## config.mk

```make
export PLATFORM = sky130hd
export DESIGN_NAME = msi_bank_top
export DESIGN_NICKNAME = d
export VERILOG_FILES = /design/src/rtl/msi_bank_pkg.sv /design/src/rtl/msi_bank_ctrl.sv /design/src/rtl/msi_bank_dp.sv /design/src/rtl/msi_bank_top.sv
export SDC_FILE = /design/constraint.sdc
export NUM_CORES = 1
export LEC_CHECK = 0
export BUFFER_PORTS_ARGS = -buffer_cell sky130_fd_sc_hd__buf_2
export CAP_MARGIN = 0
export CORE_UTILIZATION = 43
export CTS_CLUSTER_DIAMETER = 50
export CTS_CLUSTER_SIZE = 28
export DETAILED_ROUTE_END_ITERATION = 8
export GPL_TIMING_DRIVEN = 0
export PLACE_DENSITY_LB_ADDON = 0.1
export RECOVER_POWER = 100
export SLEW_MARGIN = 10
export SYNTH_ARGS = -nofsm -noshare
export SYNTH_HDL_FRONTEND = slang
export SYNTH_SLANG_ARGS = --single-unit
```

## constraint.sdc

```tcl
create_clock -name clk -period 2.2 [get_ports clk]
set_clock_uncertainty 0.1 [all_clocks]
set_input_delay 0.11 -clock clk [delete_from_list [all_inputs] [get_ports clk]]
set_output_delay 0.11 -clock clk [all_outputs]
set_load 0.02 [all_outputs]
```

## src/rtl/msi_bank_pkg.sv

```systemverilog
package msi_bank_pkg;
  localparam int SEL_W = 3;
  localparam int BIT_W = 5;

  typedef enum logic [1:0] {RD_NONE, RD_BANK, RD_SUM} rdSel_e;

  typedef struct packed {
    logic             setStb;
    logic [SEL_W-1:0] setReg;
    logic [BIT_W-1:0] setBit;
    logic             clrStb;
    logic [SEL_W-1:0] clrReg;
    rdSel_e           rdSel;
  } strobe_t;
endpackage

```

## src/rtl/msi_bank_ctrl.sv

```systemverilog
module msi_bank_ctrl
  import msi_bank_pkg::*;
#(
  parameter int DATA_W = 32,
  parameter int ADDR_W = 9,
  parameter int NUM_REGS = 8,
  parameter int STRIDE_LSB = 4,
  parameter logic [ADDR_W-1:0] IDX_OFF = 9'h140,
  parameter logic [ADDR_W-1:0] SUM_OFF = 9'h120
) (
  input  logic              clk,
  input  logic              rstN,
  input  logic              wrEn,
  input  logic [ADDR_W-1:0] wrAddr,
  input  logic [DATA_W-1:0] wrData,
  input  logic              rdEn,
  input  logic [ADDR_W-1:0] rdAddr,
  output strobe_t           stb
);
  localparam int FIELD_LSB = DATA_W - SEL_W - BIT_W;

  logic idxHit, bankHit, sumHit;
  logic unusedLowBits;

  assign unusedLowBits = ^wrData[FIELD_LSB-1:0];
  assign idxHit  = wrEn && (wrAddr == IDX_OFF);
  assign bankHit = rdEn && (rdAddr[STRIDE_LSB-1:0] == '0)
                   && ((rdAddr >> STRIDE_LSB) < ADDR_W'(NUM_REGS));
  assign sumHit  = rdEn && (rdAddr == SUM_OFF);

  always_comb begin
    stb.setStb = idxHit;
    stb.setReg = wrData[DATA_W-1 -: SEL_W];
    stb.setBit = wrData[FIELD_LSB +: BIT_W];
    stb.clrStb = bankHit;
    stb.clrReg = rdAddr[STRIDE_LSB +: SEL_W];
    if (bankHit)     stb.rdSel = RD_BANK;
    else if (sumHit) stb.rdSel = RD_SUM;
    else             stb.rdSel = RD_NONE;
  end

  // only the index offset may produce a set strobe
  assert_stray_write_R6: assert property (@(posedge clk) disable iff (!rstN)
    (wrEn && wrAddr != IDX_OFF) |-> !stb.setStb);

  // a clear needs a read of an aligned shared-register offset
  assert_clear_source_R9: assert property (@(posedge clk) disable iff (!rstN)
    stb.clrStb |-> (rdEn && rdAddr[STRIDE_LSB-1:0] == '0));
endmodule

```

## src/rtl/msi_bank_dp.sv

```systemverilog
module msi_bank_dp
  import msi_bank_pkg::*;
#(
  parameter int DATA_W = 32,
  parameter int NUM_REGS = 8
) (
  input  logic              clk,
  input  logic              rstN,
  input  strobe_t           stb,
  output logic [DATA_W-1:0] rdData,
  output logic              irqOut
);
  logic [NUM_REGS-1:0][DATA_W-1:0] bank;
  logic [NUM_REGS-1:0][DATA_W-1:0] bankNxt;
  logic [NUM_REGS-1:0]             summary;
  logic [DATA_W-1:0]               setMask;

  assign setMask = DATA_W'(1) << stb.setBit;

  for (genvar g = 0; g < NUM_REGS; g++) begin : gReg
    logic setHit, clrHit;
    assign setHit = stb.setStb && (stb.setReg == SEL_W'(g));
    assign clrHit = stb.clrStb && (stb.clrReg == SEL_W'(g));
    always_comb bankNxt[g] = (clrHit ? '0 : bank[g]) | (setHit ? setMask : '0);
    always_ff @(posedge clk) begin
      if (!rstN) bank[g] <= '0;
      else       bank[g] <= bankNxt[g];
    end
    assign summary[g] = |bank[g];
  end

  assign irqOut = |summary;

  always_comb begin
    case (stb.rdSel)
      RD_BANK: rdData = bank[stb.clrReg];
      RD_SUM:  rdData = DATA_W'(summary);
      default: rdData = '0;
    endcase
  end

  // the selected bit is set after an index write
  assert_set_visible_R2: assert property (@(posedge clk) disable iff (!rstN)
    stb.setStb |=> bank[$past(stb.setReg)][$past(stb.setBit)]);

  // a plain read clear empties the register
  assert_read_clear_R3: assert property (@(posedge clk) disable iff (!rstN)
    (stb.clrStb && !(stb.setStb && stb.setReg == stb.clrReg))
      |=> bank[$past(stb.clrReg)] == '0);

  // a colliding set survives the clear, alone
  assert_collide_R7: assert property (@(posedge clk) disable iff (!rstN)
    (stb.clrStb && stb.setStb && stb.setReg == stb.clrReg)
      |=> $countones(bank[$past(stb.clrReg)]) == 1);

  // the request only rises after a set and only falls after a clear
  assert_irq_rise_R5: assert property (@(posedge clk) disable iff (!rstN)
    $rose(irqOut) |-> $past(stb.setStb));
  assert_irq_fall_R5: assert property (@(posedge clk) disable iff (!rstN)
    $fell(irqOut) |-> $past(stb.clrStb));
endmodule

```

## src/rtl/msi_bank_top.sv

```systemverilog
module msi_bank_top
  import msi_bank_pkg::*;
#(
  parameter int DATA_W = 32,
  parameter int ADDR_W = 9,
  parameter int NUM_REGS = 8,
  parameter int STRIDE_LSB = 4,
  parameter logic [ADDR_W-1:0] IDX_OFF = 9'h140,
  parameter logic [ADDR_W-1:0] SUM_OFF = 9'h120
) (
  input  logic              clk,
  input  logic              rstN,
  input  logic              wrEn,
  input  logic [ADDR_W-1:0] wrAddr,
  input  logic [DATA_W-1:0] wrData,
  input  logic              rdEn,
  input  logic [ADDR_W-1:0] rdAddr,
  output logic [DATA_W-1:0] rdData,
  output logic              irqOut
);
  strobe_t stb;

  msi_bank_ctrl #(
    .DATA_W(DATA_W), .ADDR_W(ADDR_W), .NUM_REGS(NUM_REGS),
    .STRIDE_LSB(STRIDE_LSB), .IDX_OFF(IDX_OFF), .SUM_OFF(SUM_OFF)
  ) uCtrl (
    .clk(clk), .rstN(rstN), .wrEn(wrEn), .wrAddr(wrAddr), .wrData(wrData),
    .rdEn(rdEn), .rdAddr(rdAddr), .stb(stb)
  );

  msi_bank_dp #(.DATA_W(DATA_W), .NUM_REGS(NUM_REGS)) uDp (
    .clk(clk), .rstN(rstN), .stb(stb), .rdData(rdData), .irqOut(irqOut)
  );
endmodule

```

* Word level (Yosys, flattened, before mapping)
Index checks and enable logic that the tools add are counted.
Word-level totals: register bits 256, output and inout bits 33, input port bits 54
Cells by class: bitwise operators 8, muxes and demuxes 21, reduce and logical (&&, ||, !) cells 32, shift operators 1, equality and inequality tests 18, magnitude comparators 2
Operators by type and width (number):
- $mux W32 | 17
- $or A32 B32 Y32 | 8
- $reduce_or A256 Y1 | 1
- $reduce_or A32 Y1 | 8
- $bmux W32 S3 | 1
- $pmux W32 S2 | 1
- $shl A1 B5 Y32 const A | 1
- $eq A3 B3 Y1 const B | 8
- $logic_and A1 B1 Y1 | 20
- $eq A9 B9 Y1 const B | 2
- $eq A3 B2 Y1 const B | 4
- $eq A3 B1 Y1 const B | 2
- $logic_not A3 Y1 | 2
- $lt A5 B4 Y1 const B | 1
- $logic_not A4 Y1 | 1
- $lt A3 B4 Y1 const B | 1
- $mux W2 | 2
- $eq A2 B1 Y1 const B | 1
- $eq A2 B2 Y1 const B | 1

* Depth between registers and ports, before layout
depth after elaboration 6, mapped depth 7, gate-level depth less buffers 4

* Modules after synthesis
From an unflattened synthesis, not the netlist that was laid out.
Unflattened totals: cell total of the unflattened synthesis 1189, area total of the unflattened synthesis 12177.9 sq um
By module, submodules not included:
- msi_bank_dp | cells each 1167, area each 11995.3 sq um, sequential area each 5124.9 sq um, times used 1
- msi_bank_ctrl | cells each 22, area each 182.7 sq um, sequential area each 0.0 sq um, times used 1

* Least setup slack after synthesis
No wires, ideal clock.
path type input to output, start in rdAddr[5], end out rdData[13], stages 7, data arrival time 1577 ps, setup slack 413 ps, required time 1990 ps, cell sequence buf_2 > buf_2 > buf_4 > buf_2 > mux4_2 > nand2_1 > a21oi_1
On the way: longest elaborated chain between the ends 6
RTL lines:
- from (decl) | line msi_bank_top.sv:17 | input logic [ADDR_W-1:0] rdAddr,
- parallel branches: the longest is 5 deep, another holds $lt A5 B4 Y1
- $pmux W32 S2 (*) | line msi_bank_dp.sv:35 | case (stb.rdSel)
- to (decl) | line msi_bank_top.sv:18 | output logic [DATA_W-1:0] rdData,
Mark *: on every way between the ends. The select of a mux whose other input is x is not followed.

* Final worst setup path
start reg uDp.bank[44] (netlist bit), end out irqOut
On the way: longest elaborated chain between the ends 1
RTL lines:
- from (decl) | line msi_bank_dp.sv:13 | logic [NUM_REGS-1:0][DATA_W-1:0] bank;
- from (signal, indexed assignment) | line msi_bank_dp.sv:27 | else bank[g] <= bankNxt[g];
- $reduce_or A256 Y1 | line msi_bank_dp.sv:32 | assign irqOut = |summary;
- to (decl) | line msi_bank_top.sv:19 | output logic irqOut
Every way passes these cells.

==> key figures <==
Outcome
  – Status: finished, violations left
  – Failing checks: hold timing, setup timing

Clock tree
  – Total CTS buffers: 26
  – CTS Sinks: 256
  – CTS max path bufs: 3
  – Clk root buf: clkbuf_16
  – Hold buffers post-CTS: 0
  – TritonCTS clock tree: built
  – H-tree levels: 1
  – Clock Pin Slew Worst Setup and Hold Paths: 60 ps
  – Clk_lat worst skew: 540 ps

Routing
  – Vias per cell: 6.70
  – DRC Markers: 0
  – Detail Route Antenna Nets: 0
  – DR iter-0 viols: 1,119
  – Drt wl/cell: 28.6 um
  – Vias post-DR: 9,124
  – DR pass1 iterations: 5
  – Total Wirelength: just under 40 mm

STA
  – Final setup vio count: 6
  – Final worst-path cycle share: 110%
  – Hold WS: -19.6 ps
  – Slew Limit Fails: 0
  – Sum Neg Setup Slack: -432 ps
  – RSZ-0062 raised after global routing: yes
  – Post-route setup slack: -220 ps
  – Slew @ Worst Pin: 1030 ps
  – FMAX: 0.413 GHz
  – Worst relative slew slack: a little under a third
  – Period minus WS final: about 2400 ps
  – Hold Vio Cnt, Final: 4

Synth
  – Post-synthesis cell count: ~900
  – Synthesized area per cell: ~12 um^2
  – Asr flop ratio synth: 0%
  – Post-synth top flop: dfxtp_1
  – Synthesized netlist net count: 978
  – Mapped cell area: 10,900 um^2
  – Number of flops mapped to enable cells by yosys: 0
  – Seq/Total Area, Yosys: roughly 47%
  – YS warnings: 0
  – Synth unique cells: 38
  – Seq cells post-synth: 256

Final layout
  – Fin area: 12,900 um^2
  – Area occupied by multi-input gates: 5700 um^2
  – Biggest register: uDp.bank
  – Number of flip-flops in the largest register: about 260
  – Top Registers: uDp.bank (256)
  – Storage cell area: approximately 5200 um^2
  – Ant diodes: 0
  – Layout cells sized above 1: 29.7%
  – P&R area growth vs syn: 19.0%
  – Fillers: 2,207
  – Post-layout util: 52.7%
  – Nets: 1,074

Die
  – Initial Utilization: 44.3%
  – I/O pins: between 80 and 90
  – Die area: 25,900 um^2
  – Chip Width: 161 um
  – # rows: 57
  – Chip height: 161 um
  – Core Region: roughly 25,000 um^2

Worst setup path
  – CP arrival: 2210 ps
  – Worst setup EP type: primary output
  – Worst EP required: 1990 ps
  – Critical path peak fanout: 2
  – Crit path kind: reg2out
  – Critical Path Start: uDp.bank[44]
  – Reg2reg start: uDp.bank[106]
  – Worst Setup Start Kind: flip-flop

Placed design
  – DP Area: between 10,000 and 15,000 um^2
  – PortBufs: 58
  – GP Congestion: 0.938
  – Detail Placement HPWL: roughly 28 mm

Global routing
  – Initial antenna violation count: 0
  – GRT Total Usage: 29.8%
  – Overflow after GRT: 0
  – First-pass GRT wire length: ~57 mm
  – Vias in the first global route: approximately 8,600
  – Largest net degree at the start of global routing: 17

Power and ir drop
  – VDD IR max: 0.000532 V
  – Leak: 4.81 nW
  – Power density over the cells: between 700 and 800 nW/um^2

Min path
  – Hold crit path type: in2reg
  – HP Start: wrData[30]

Run
  – Max_cap viols: 0
## layer usage
metal  vias to the layer above  wire length, um  part of all wire, %  GRT usage [%]
li1                       3924                -                    -              -
met1                      4591            16800                   43           43.8
met2                       530            17500                   45           45.2
met3                        79             3510                  9.0           4.52
met4                         0             1190                  3.0           9.05
met5                         -                0                    0              0
## where the power goes
| part | switching, mW | leakage (nW) | internal, mW |
|---|---|---|---|
| Sequential | 0.0000427 | 2.07 | 4.63 |
| Clock | 2.01 | 0.409 | 2.46 |
| Combinational | 0.286 | 2.33 | 0.117 |
| Total | 2.30 | 4.81 | 7.21 |
## worst paths after layout
check / end / slack [ps] / cells past startpoint
worst max register to register: uDp.bank[106] / 1310 / 2
worst min register to register: uDp.bank[4] / 390 / 1
worst min-delay path: uDp.bank[98] / -20 / 3
worst max-delay path: irqOut / -220 / 5
## cells by family (layout without fill, tap and decap cells)
logic type	Yosys count	in the layout	share of synthesized area, %
AO/OA/AOI/OAI	296	296	23.1
flip-flops	256	256	47.2
AND/OR/NAND/NOR	221	221	11.4
buffers and inverters	79	193	4.40
multiplexers	72	72	14.0
## synthesized netlist by cell type (2+ instances only)
| library cell | count | share of area [%] |
|---|---|---|
| buf_2 | 25 | 1.2 |
| a21oi_1 | 24 | 1.1 |
| o22ai_1 | 8 | 0.46 |
| nor2_1 | 39 | 1.3 |
| or2_2 | 8 | 0.46 |
| inv_1 | 4 | 0.14 |
| o2bb2ai_1 | 28 | 2.3 |
| nor3_4 | 2 | 0.30 |
| buf_1 | 3 | 0.10 |
| nand2_1 | 55 | 1.9 |
| dfxtp_1 | 256 | 47 |
| o41a_4 | 3 | 0.59 |
| nand4_1 | 18 | 1.0 |
| o31a_1 | 2 | 0.16 |
| a22o_1 | 224 | 18 |
| mux2i_1 | 8 | 0.74 |
| o41a_1 | 2 | 0.21 |
| nor4_1 | 68 | 3.9 |
| o21ai_0 | 4 | 0.18 |
| and4b_1 | 2 | 0.18 |
| nor2_2 | 6 | 0.35 |
| nand2b_1 | 3 | 0.17 |
| nand3b_1 | 5 | 0.35 |
| or3b_2 | 2 | 0.16 |
| or3_1 | 4 | 0.23 |
| mux4_2 | 64 | 13 |
| clkbuf_1 | 22 | 0.76 |
| buf_6 | 16 | 1.7 |
| buf_4 | 8 | 0.55 |
| nand3_1 | 3 | 0.14 |
## metrics by stage
step | hold WS [ps] | cells | worst slack, ps | total power, mW
after floorplan | 342 | 924 | 413 | 5.00
after global placement | 366 | 1306 | -155 | 5.15
after detailed placement | 376 | 1306 | -174 | 5.15
after CTS | 35.0 | 1362 | -167 | 9.51
after global routing | 18.1 | 1362 | -274 | 9.71
final | -19.6 | 1362 | -220 | 9.50
## what timing repair did
action | 4_1_cts | 5_1_grt
setup endpoints to repair | 28 | 20
cloned | 0 | 0
resized for setup | 67 | 61
setup buffers | 10 | 0
pin swaps | 29 | 31
## cell type report
class | count | area share (%)
inverters | 5 | 0.145
well taps | 324 | 3.13
clock inverters | 15 | 1.06
plain buffers | 74 | 3.05
flip-flops and latches | 256 | 39.8
repair buffers | 68 | 3.18
multi-input cells | 589 | 44.1
clock buffers | 31 | 5.49
## worst max-delay path, cell delays in order, from the launching register on
cell and delay, ps:
dfxtp_2 340, nor4_4 320, nand4_1 260, nor4_4 370, nand4_1 180, buf_4 200
## cells in the final DEF (no fill, tap or decap), types with 21 or more instances in the layout
master     Yosys  layout
mux4_2        64      64
buf_2         25      47
a22o_1       224     224
dfxtp_1      256     234
clkbuf_1      22      37
nand2_1       55      55
nor2_1        39      40
nor4_2         0      23
nor4_4         1      21
dfxtp_2        0      21
nor4_1        68      25
clkbuf_16      0      27
o2bb2ai_1     28      28
clkbuf_2       0      21
Note: power is estimated with default switching activity, not from simulation.
